<file path="src/rtl/haar1d_pipe.sv">
module haar1d_pipe #(
  parameter int N      = 8,
  parameter int W      = 8,
  parameter int LEVELS = 1
) (
  input  logic               clk,
  input  logic               rst_n,
  input  logic               in_valid,
  input  logic [N*W-1:0]     in_data,
  output logic               free,
  output logic               out_valid,
  output logic [N*(W+1)-1:0] out_data
);
  localparam int EW  = W + 1;
  localparam int LAT = N / 2 + 4;
  localparam int PAD = LAT - 1 - LEVELS;
  localparam int CW  = $clog2(LAT + 1) + 1;

  logic signed [EW-1:0] st [0:LEVELS][0:N-1];
  logic [LAT-1:0]       vpipe;
  logic                 free_q;
  logic [N*EW-1:0]      last_flat;
  wire                  take = in_valid & free_q;

  assign free      = free_q;
  assign out_valid = vpipe[LAT-1];

  function automatic logic signed [EW-1:0] avg2(input logic signed [EW-1:0] a, input logic signed [EW-1:0] b);
    logic signed [EW:0] s;
    s = a + b;
    return s[EW:1];
  endfunction

  always_ff @(posedge clk or negedge rst_n)
    if (!rst_n) begin
      free_q <= 1'b0;
      vpipe  <= '0;
    end else begin
      free_q <= 1'b1;
      vpipe  <= {vpipe[LAT-2:0], take};
    end

  always_ff @(posedge clk) begin
    for (int i = 0; i < N; i++)
      if (take) st[0][i] <= {in_data[i*W+W-1], in_data[i*W +: W]};
    for (int l = 1; l <= LEVELS; l++) begin
      for (int i = 0; i < N / 2; i++)
        if (i < ((N >> (l - 1)) / 2)) begin
          st[l][i] <= avg2(st[l-1][2*i], st[l-1][2*i+1]);
          st[l][((N >> (l - 1)) / 2) + i] <= st[l-1][2*i] - st[l-1][2*i+1];
        end
      for (int i = 0; i < N; i++)
        if (i >= (N >> (l - 1))) st[l][i] <= st[l-1][i];
    end
  end

  genvar k;
  generate
    for (k = 0; k < N; k++) begin : g_pack
      assign last_flat[k*EW +: EW] = st[LEVELS][k];
    end
    if (PAD > 0) begin : g_delay
      logic [N*EW-1:0] dly [0:PAD-1];
      always_ff @(posedge clk) begin
        dly[0] <= last_flat;
        for (int j = 1; j < PAD; j++) dly[j] <= dly[j-1];
      end
      assign out_data = dly[PAD-1];
    end else begin : g_nodelay
      assign out_data = last_flat;
    end
  endgenerate

  logic [CW-1:0] inflight;
  always_ff @(posedge clk or negedge rst_n)
    if (!rst_n) inflight <= '0;
    else        inflight <= inflight + {{(CW-1){1'b0}}, take} - {{(CW-1){1'b0}}, out_valid};

  logic signed [EW+1:0] mean_w, diff_w, rsum, rec_a, rec_b;
  assign mean_w = st[1][0];
  assign diff_w = st[1][N/2];
  assign rsum   = diff_w + $signed({{(EW+1){1'b0}}, diff_w[0]});
  assign rec_a  = mean_w + (rsum >>> 1);
  assign rec_b  = rec_a - diff_w;

  p_free_sticky_r6: assert property (@(posedge clk) disable iff (!rst_n) free |=> free);
  p_invertible_r1: assert property (@(posedge clk) disable iff (!rst_n)
    vpipe[1] |-> rec_a == $past(st[0][0]));
  p_pair_diff_r2: assert property (@(posedge clk) disable iff (!rst_n)
    vpipe[1] |-> rec_b == $past(st[0][1]));
  p_out_owed_r4: assert property (@(posedge clk) disable iff (!rst_n)
    out_valid |-> inflight != '0);
  p_inflight_bound_r5: assert property (@(posedge clk) disable iff (!rst_n)
    inflight <= CW'(LAT));
  p_dc_range_r1: assert property (@(posedge clk) disable iff (!rst_n)
    out_valid |-> out_data[EW-1] == out_data[EW-2]);
endmodule

</file>
<file path="config.mk">
export PLATFORM = sky130hd
export DESIGN_NAME = haar1d_pipe
export DESIGN_NICKNAME = d
export VERILOG_FILES = /design/src/rtl/haar1d_pipe.sv
export SDC_FILE = /design/constraint.sdc
export NUM_CORES = 1
export LEC_CHECK = 0
export BUFFER_PORTS_ARGS = -buffer_cell sky130_fd_sc_hd__buf_4
export CORE_MARGIN = 10
export CORE_UTILIZATION = 57
export CTS_CLUSTER_SIZE = 30
export DETAILED_ROUTE_END_ITERATION = 7
export PLACE_DENSITY = 0.79
export RECOVER_POWER = 25
export SETUP_SLACK_MARGIN = 0.1
export SYNTH_ARGS = -nofsm -noshare
export SYNTH_HDL_FRONTEND = slang
export SYNTH_SLANG_ARGS = --single-unit
export TNS_END_PERCENT = 30
</file>
<file path="constraint.sdc">
create_clock -name clk -period 2.4 [get_ports clk]
set_input_delay 0.24 -clock clk [delete_from_list [all_inputs] [get_ports clk]]
set_output_delay 0.24 -clock clk [all_outputs]
set_load 0.02 [all_outputs]
</file>
Word level (Yosys, flattened, before mapping)
Memory sizes are Yosys's and may differ from the RTL's. Index checks and enable logic that the tools add are counted.

Flip-flop bits (word level): 9. Memory bits (writable): 576. Input port bits: 67. Output and inout port bits: 74. Word-level logic and storage cells: 15. Memories kept: 2.

Memory list: g_delay.dly (depth 6, width 72, read ports 6, clocked after memory_dff 0, write ports 6, RTL line 63) `logic [N*EW-1:0] dly [0:PAD-1];`; st (depth 2, width 72, read ports 2, clocked after memory_dff 0, write ports 2, RTL line 19) `logic signed [EW-1:0] st [0:LEVELS][0:N-1];`.

Add/sub/neg operators: 8. Mux-type cells: 2. Bitwise logic cells: 1.

Operators by type and width (count): $add A9 B9 Y10 (4); $sub A9 B9 Y9 (4); $mux W1 (2); $and A1 B1 Y1 (1).

Depth between registers and ports, before layout
Gate-level depths: netlist of the first run.

Depth after elaboration: 3. Depth in mapped cells: 8. Gate-level depth less buffers: 8.

Worst setup path after synthesis of the first run
Ideal clock, no wire load.

Path type: flip-flop to flip-flop. Start point: register free_q, in the netlist free. End point: memory st[0][0] (netlist bit) (enable). Library setup time: 0.429 ns. Arrival time: 1.997 ns. Data required time: 1.971 ns. Setup slack: -0.026 ns. Cell stages (with the launch flop): 2. Path buffers: 0. Clock period less this slack: 2.426 ns. Cell sequence: dfrtp_1 > and2_1.

RTL lines: start: declaration (RTL line 21) `logic free_q;`; start signal: assignment (RTL line 36) `free_q <= 1'b0;`; start signal: assignment (RTL line 39) `free_q <= 1'b1;`; end: declaration (RTL line 19).

==> results of run 1 <==
kinds of logic (layout without fill, tap and decap cells):
logic type | count (synthesis) | count (layout) | share of synthesized area (%)
other | 1 | 1 | 0.0248
buffers and inverters | 91 | 375 | 2.49
adders and majority gates | 72 | 72 | 6.37
muxes | 1 | 1 | 0.0663
xor gates and xnor gates | 40 | 40 | 2.32
AOI/OAI and AO/OA | 101 | 101 | 4.30
DFF | 577 | 577 | 81.1
and+or+nand+nor | 104 | 104 | 3.36
sequential cells by signal (all words and copies together) (netlist names):
register	count
st	136
vpipe	8
g_delay.dly	432
free	1
layout make-up:
cell class / count / area (µm²) / share of cell area (%)
well taps: 335 / 419 / 2.22
repair buffers: 207 / 1730 / 9.15
clock buffers: 69 / 1490 / 7.88
inverters: 74 / 278 / 1.47
clock inverters: 25 / 249 / 1.32
multi-input cells: 319 / 2480 / 13.1
flip-flops and latches: 577 / 12200 / 64.8
synth_stat cells, types with 2 or more instances:
master | n | share of area [%]
nor3_1 | 14 | 0.46
or3_1 | 6 | 0.25
edfxtp_1 | 64 | 13
o21ai_0 | 27 | 0.90
a21oi_1 | 33 | 1.1
a221oi_1 | 3 | 0.17
dfrtp_1 | 9 | 1.5
buf_2 | 8 | 0.27
o21bai_1 | 4 | 0.20
nor2b_2 | 2 | 0.12
xor2_1 | 6 | 0.35
nand2_1 | 7 | 0.17
ha_1 | 64 | 5.3
a211o_1 | 2 | 0.12
or2_2 | 4 | 0.17
o31a_1 | 6 | 0.35
nor2_1 | 44 | 1.1
nand2b_1 | 7 | 0.29
o22ai_1 | 3 | 0.12
clkbuf_1 | 4 | 0.099
xnor2_1 | 34 | 2.0
o21a_1 | 13 | 0.65
dfxtp_1 | 504 | 67
buf_6 | 3 | 0.22
nor4_1 | 3 | 0.12
a221oi_2 | 2 | 0.20
o41ai_2 | 2 | 0.22
nand3_1 | 4 | 0.13
inv_1 | 74 | 1.8
fa_1 | 8 | 1.1
nor2b_1 | 10 | 0.41
power by group through the flow:
stage	sequential [mW]	combinational [mW]	clock (mW)
global route	11.5	1.31	8.70
global placement	11.5	1.09	0
floorplan	11.6	0.432	0
finish	11.3	1.20	8.08
CTS	11.4	1.21	8.29
detailed placement	11.5	1.11	0
what timing repair did:
action | in CTS | in global routing
hold buffers | 66 | 0
hold endpoints to repair | 74 | 0
gates resized for setup | 0 | 0
per-stage QoR:
stage / cells / hold WS (ps)
global placement: 1446 / 63.6
finish: 1606 / 156
global route: 1606 / 182
detailed placement: 1446 / 67.8
CTS: 1606 / 9.41
floorplan: 987 / -55.6
worst max-delay path by stage:
stage / to / slack (ps) / depth (start not counted)
2_1_floorplan: st[1][50]$_DFF_P_ / 470 / 7
6_report: st[1][50]$_DFF_P_ / 230 / 7
3_5_place_dp: st[1][50]$_DFF_P_ / 260 / 7
4_1_cts: st[1][50]$_DFF_P_ / 230 / 7
5_1_grt: st[1][50]$_DFF_P_ / 130 / 7
3_3_place_gp: st[1][68]$_DFF_P_ / 310 / 7
routing by layer:
layer | part of all wire, % | GRT usage (%) | up-vias
li1 | - | - | 3684
met5 | 0 | 0 | -
met3 | 5.9 | 3.96 | 59
met1 | 37 | 12.7 | 3411
met4 | 3.5 | 5.92 | 0
met2 | 53 | 24.7 | 166
==> metrics.yaml, run 1 <==
status: "finished, final reports clean"
h-tree-depth: 2
dp_hpwl_um: 13000
ir_worst_vdd_uv: 956
slew_violations: 0
die_y_um: 183
worstSkewPairLatency_ps: 550
ys_seq_area_share_pct: 81.1
gr-total-overflow: 0
power.total_mw: 20.6
die_w_um: 183
r2r-end: "st[1][50]$_DFF_P_"
diodes: 0
crit_fanout: 2
initial_utilization_pct: 57.9
hold_viol_final: 0
ys.flop_type: "dfxtp_1"
antenna_found_initial: 0
cts_root_buf: "clkbuf_16"
nNetsFinal: 1369
timing.rr.start: "st[0][18]$_DFFE_PP_"
dieArea_um2: 33400
cp_slowest_cell: "edfxtp_1"
final_core_util_pct: 72.5
core_area_um2: 26100
startpoint_type: "flip-flop"
clkPwrFrac_pct: 39.2
io_buffers: 140
ctsLongestPathBuffers: 3
crit_family: "adder cells"
first_pass_iters: 4
r2r_setup_slack_ps: 230
period_share_pct: 90.5
finalSetupViolations: 0
drive_gt1_share_pct: 18.9
boundaryPins: 141
setup_slack_ps: 229
grt_pass1_wl_um: 36000
wl_per_cell_um: 13.6
hold_path.class: "in2async"
rsz0062_at_grt: "false"
worstPathArrival_ps: 2590
yosysUniqueCellTypes: 44
vias_per_cell: 4.56
most-common-layout-cells: "dfxtp_1 (504), buf_4 (139), inv_1 (74)"
grt_pass1_vias: 7826
cts_setup_buffers: 0
drcViolationCount: 0
switching_power_mw: 4.30
power.share.sequential_pct: 55.0
p_sw_share_pct: 20.9
ys_warn_count: 0
placed_area_um2: 16500
final.fill_count: 1588
p_int_mw: 16.3
synth_cells: 987
totalWireLength_um: 21800
path_cells: "ha_1, fa_1, nor2b_2, or3_1, a21oi_1, o21ai_0, xnor2_1"
syn-cell-area_um2: 15100
grt_max_degree: 65
cts_buffers: 51
pwr-share-comb_pct: 5.8
grtUsageTotal_pct: 13.1
vias: 7320
clkTransAtPathRegs_ps: 70
gp_congestion: 0.797
core.rowCount: 59
r2r_cells: 7
slowest_delay_ps: 420
async_reset_ff_share_pct: 1.56
ys_ff_latch: 577
p_leak_nw: 8.17
critPathKind: "reg2reg"
cap_violations: 0
ant_nets: 0
synth_edf_count: 64
drtIter0Drc: 262
syn_nets: 1126
cts_tree: "yes"
area_growth_pct: 25.1
required_ps: 2820
crit_path_end_kind: "flip-flop"
clock-sinks: 577
post-place-ws_ps: 262
fin_crit_ps: 2170
power_density_nw_per_um2: 1090
startpoint: "st[0][18]$_DFFE_PP_"
skew_ps: 17.4
critPathBufInv: 0
finalSetupTns_ps: 0
fmax_mhz: 461
avgSynthCellArea_um2: 15.3
stdcell_area_um2: 18900
final_common_cell: "dfxtp_1"
Note: power is estimated with default switching activity, not from simulation.
==> inputs of run 2 (changes only) <==
--- a/config.mk
+++ b/config.mk
@@ -6,6 +6,7 @@
 export NUM_CORES = 1
 export LEC_CHECK = 0
 export BUFFER_PORTS_ARGS = -buffer_cell sky130_fd_sc_hd__buf_4
+export CORE_ASPECT_RATIO = 1.25
 export CORE_MARGIN = 10
 export CORE_UTILIZATION = 57
 export CTS_CLUSTER_SIZE = 30
==> run 2 against run 1 <==
Net effect:
- final cell count unchanged
- sequential share of layout area grew 0.36 points
- wire length rose by 9.9%
- clock power shrank 4.3%
- utilization decreased by 0.50 points
- critical path depth unchanged
- clock skew increased by 3.6 ps
- highest routed layer unchanged
- worst hold slack better by 9.4 ps
- fmax is 0.36% lower
- critical path type unchanged
- clock-buffer cell count increased by 2
- power is 1.5% lower
==> metrics.yaml, run 2 (synthesized netlist as in run 1, its figures left out) <==
critPathKind: "reg2reg"
die_w_um: 166
post-place-ws_ps: 295
vias: 7364
power_density_nw_per_um2: 1080
hold_viol_final: 0
first_pass_iters: 5
final.fill_count: 1613
regMostFlops: "g_delay.dly"
cts_tree: "yes"
worstPathArrival_ps: 2600
setup_slack_ps: 221
largest_reg_flops: 432
gp_congestion: 0.892
totalWireLength_um: 24000
initial_utilization_pct: 57.8
critPathBufInv: 0
ant_nets: 0
finalSetupTns_ps: 0
core_area_um2: 26100
finalSetupViolations: 0
boundaryPins: 141
diodes: 0
ir_worst_vdd_uv: 693
antenna_found_initial: 0
grt_pass1_vias: 7950
gr-usage-met1_pct: 13.7
wl_per_cell_um: 14.9
p_leak_nw: 8.10
hold_path.class: "in2async"
nNetsFinal: 1366
crit_fanout: 2
cts_setup_buffers: 0
required_ps: 2820
drive_gt1_share_pct: 18.6
fmax_mhz: 459
grt_pass1_wl_um: 38000
met2_usage_pct: 27.5
met3_usage_pct: 3.23
timing.hold.ws_ps: 166
die_y_um: 202
clock-sinks: 577
grtUsageTotal_pct: 14.2
grt_max_degree: 49
multi_input_area_um2: 2490
cap_violations: 0
drtIter0Drc: 359
largestRegisters: "g_delay.dly (432), st (136), vpipe (8)"
dp_hpwl_um: 13600
most-common-layout-cells: "dfxtp_1 (504), buf_4 (139), inv_1 (74)"
fin_crit_ps: 2180
period_share_pct: 90.8
cp_slowest_cell: "fa_1"
ctsLongestPathBuffers: 3
seqCellArea_um2: 12200
clkTransAtPathRegs_ps: 70
skew_ps: 21.0
slowest_delay_ps: 420
core.rowCount: 66
gr-total-overflow: 0
power.total_mw: 20.3
crit_path_end_kind: "flip-flop"
area_growth_pct: 24.4
cts_root_buf: "clkbuf_16"
path_cells: "ha_1, fa_1, nor2b_2, or3_1, a21oi_2, nor3_1, o41ai_2"
slew_violations: 0
h-tree-depth: 2
status: "finished, final reports clean"
final_common_cell: "dfxtp_1"
dieArea_um2: 33400
gr-max-usage-layer: "met2"
io_buffers: 140
cts_buffers: 49
drcViolationCount: 0
rsz0062_at_grt: "true"
startpoint_type: "flip-flop"
worstSkewPairLatency_ps: 540
crit_family: "adder cells"
vias_per_cell: 4.59
[run 2: cell type report]
cell class,count,share of cell area (%)
tap,340,2.27
clock buffer,71,7.96
timing repair buffer,206,9.15
sequential,577,65.2
multi-input combinational,319,13.2
inverter,74,1.48
clock inverter,19,0.733
[run 2: stage by stage]
stage                     cell area (µm²)  utilization [%]  instances
after floorplan                     15100                -        987
after global placement              16500             63.2       1451
after detailed placement            16500             63.2       1451
after CTS                           18800             72.0       1606
after global routing                18800             72.0       1606
final                               18800             72.0       1606
[run 2: what timing repair did]
action,CTS,global route
hold buffers,65,0
endpoints found under the setup margin,0,2
resized for setup,0,1
hold endpoints to repair,73,0
[run 2: path summary, 6_finish.rpt]
kind	slack (ps)	to	start	cells past startpoint
max in group asynchronous	1900	vpipe[1]$_DFF_PN0_	rst_n	2
min	170	vpipe[5]$_DFF_PN0_	rst_n	2
max	220	st[1][70]$_DFF_P_	st[0][54]$_DFFE_PP_	7
min in group clk	270	vpipe[0]$_DFF_PN0_	in_valid	2
min reg2reg	320	g_delay.dly[4][0]$_DFF_P_	g_delay.dly[3][0]$_DFF_P_	0
max reg2reg	220	st[1][70]$_DFF_P_	st[0][54]$_DFFE_PP_	7
[run 2: metal layers]
| layer | vias to the layer above | wire length [µm] |
|---|---|---|
| li1 | 3667 | - |
| met4 | 0 | 684 |
| met3 | 48 | 1380 |
| met2 | 200 | 13400 |
| met1 | 3449 | 8530 |
| met5 | - | 0 |
[run 2: power breakdown]
part           total [mW]  switching (mW)  internal, mW
combinational        1.22           0.643         0.573
clock                7.73            3.35          4.38
sequential           11.4           0.346          11.0
==> inputs of run 3 (changes only) <==
--- a/config.mk
+++ b/config.mk
@@ -7,13 +7,13 @@
 export LEC_CHECK = 0
 export BUFFER_PORTS_ARGS = -buffer_cell sky130_fd_sc_hd__buf_4
 export CORE_ASPECT_RATIO = 1.25
-export CORE_MARGIN = 10
 export CORE_UTILIZATION = 57
 export CTS_CLUSTER_SIZE = 30
 export DETAILED_ROUTE_END_ITERATION = 7
 export PLACE_DENSITY = 0.79
 export RECOVER_POWER = 25
 export SETUP_SLACK_MARGIN = 0.1
+export SLEW_MARGIN = 20
 export SYNTH_ARGS = -nofsm -noshare
 export SYNTH_HDL_FRONTEND = slang
 export SYNTH_SLANG_ARGS = --single-unit
==> run 3 against run 2 <==
Net effect:
- sequential share of layout area is 0.061 points higher
- combinational power hardly changed
- worst setup slack worse by 16 ps
- die area is 19% lower
- non-clock buffer count stayed put
- critical path depth stayed put
- sequential cell count stayed put
- critical endpoint unchanged
==> metrics.yaml, run 3 (synthesized netlist as in run 1, its figures left out) <==
cts_tree: "yes"
min_from: "in_valid"
initial_utilization_pct: 58.0
timing.hold.ws_ps: 47.1
setup_slack_ps: 205
timing.rr.start: "st[0][54]$_DFFE_PP_"
nNetsFinal: 1366
r2r_cells: 7
placed_area_um2: 16500
core.rowCount: 66
skew_ps: 10.6
slew_violations: 0
p_leak_nw: 8.10
largestRegisters: "g_delay.dly (432), st (136), vpipe (8)"
finalSetupTns_ps: 0
status: "finished, final reports clean"
vias: 7411
required_ps: 2840
post-place-ws_ps: 308
h-tree-depth: 2
power_density_nw_per_um2: 1080
largest_reg_flops: 432
hold_path.class: "in2reg"
dieArea_um2: 27100
r2r-end: "st[1][70]$_DFF_P_"
final_common_cell: "dfxtp_1"
final-instance-count-excl-fill: 1604
fmax_mhz: 456
grt_max_degree: 65
rsz0062_at_grt: "false"
slowest_delay_ps: 400
wl_per_cell_um: 13.7
dp.cells: 1451
final.fill_count: 1581
multi_input_area_um2: 2490
finalSetupViolations: 0
crit_fanout: 2
dp_hpwl_um: 12100
totalWireLength_um: 22000
crit_path_end_kind: "flip-flop"
drcViolationCount: 0
clock-sinks: 577
path_cells: "ha_1, fa_1, nor2b_2, or3_1, a21oi_1, nor3_1, o41ai_2"
period_share_pct: 91.4
first_pass_iters: 4
r2r_setup_slack_ps: 210
worstPathArrival_ps: 2640
core_area_um2: 26000
critPathKind: "reg2reg"
grt_pass1_vias: 7598
die_y_um: 184
ir_worst_vdd_uv: 786
startpoint_type: "flip-flop"
die_w_um: 148
hold_viol_final: 0
clkTransAtPathRegs_ps: 70
cts_buffers: 49
drtIter0Drc: 342
cts_root_buf: "clkbuf_16"
ctsLongestPathBuffers: 3
gr-total-overflow: 0
most-common-layout-cells: "dfxtp_1 (504), buf_4 (139), inv_1 (74)"
boundaryPins: 141
hold_path_depth: 2
grtUsageTotal_pct: 16.6
ant_nets: 0
final_core_util_pct: 72.1
cap_violations: 0
grt_pass1_wl_um: 35200
fin_crit_ps: 2190
drive_gt1_share_pct: 18.2
area_growth_pct: 24.3
antenna_found_initial: 0
io_buffers: 140
worstSkewPairLatency_ps: 550
stdcell_area_um2: 18800
vias_per_cell: 4.62
power.total_mw: 20.2
cp_slowest_cell: "edfxtp_1"
seqCellArea_um2: 12200
regMostFlops: "g_delay.dly"
hold_path_end: "vpipe[0]$_DFF_PN0_"
diodes: 0
gp_congestion: 0.840
## run 3: cell types whose count changed in the layout (fill, tap and decap cells not counted), sizes merged
cell and delta:
inv -1, bufinv +1, clkinvlp -5, clkinv +3
## run 3: power breakdown
part | internal (mW) | switching [mW] | total, mW
logic | 0.573 | 0.646 | 1.22
registers | 11.0 | 0.312 | 11.3
clock network | 4.39 | 3.30 | 7.70
total | 16.0 | 4.26 | 20.2
## run 3: worst max path at each step
stage | cells after the start | slack [ps] | start | to
CTS | 7 | 240 | st[0][54]$_DFFE_PP_ | st[1][70]$_DFF_P_
detailed placement | 7 | 310 | st[0][54]$_DFFE_PP_ | st[1][68]$_DFF_P_
global placement | 7 | 350 | st[0][54]$_DFFE_PP_ | st[1][68]$_DFF_P_
global route | 7 | 120 | st[0][18]$_DFFE_PP_ | st[1][50]$_DFF_P_
finish | 7 | 210 | st[0][54]$_DFFE_PP_ | st[1][70]$_DFF_P_
floorplan | 7 | 470 | st[0][18]$_DFFE_PP_ | st[1][50]$_DFF_P_
## run 3: final cells by class
type                       instances  share of cell area (%)
sequential                       577                    65.2
multi-input combinational        319                    13.3
timing repair buffer             206                    9.16
clock buffer                      71                    7.81
tap                              340                    2.27
inverter                          74                    1.48
clock inverter                    17                   0.800
## run 3: timing repair
action | 4_1_cts | 5_1_grt
resized for setup | 0 | 1
buffers inserted | 0 | 0
hold endpoints to repair | 73 | 0
endpoints found under the setup margin | 0 | 1
hold buffers | 65 | 0
## run 3: per-layer routing
layer / global-route usage, % / vias to the layer above / part of all wire [%]
met5: 0 / - / 0
met4: 7.67 / 0 / 3.0
met3: 3.80 / 56 / 4.9
met2: 32.5 / 200 / 55
met1: 16.2 / 3482 / 37
li1: - / 3673 / -
## run 3: critical path, delay by kind of cell, from the launching register on
| family | cells | cell delay (ps) |
|---|---|---|
| AO/OA/AOI/OAI | 2 | 430 |
| flip-flops | 1 | 400 |
| AND/OR/NAND/NOR | 3 | 600 |
| adder cells (fa/ha/maj) | 2 | 650 |
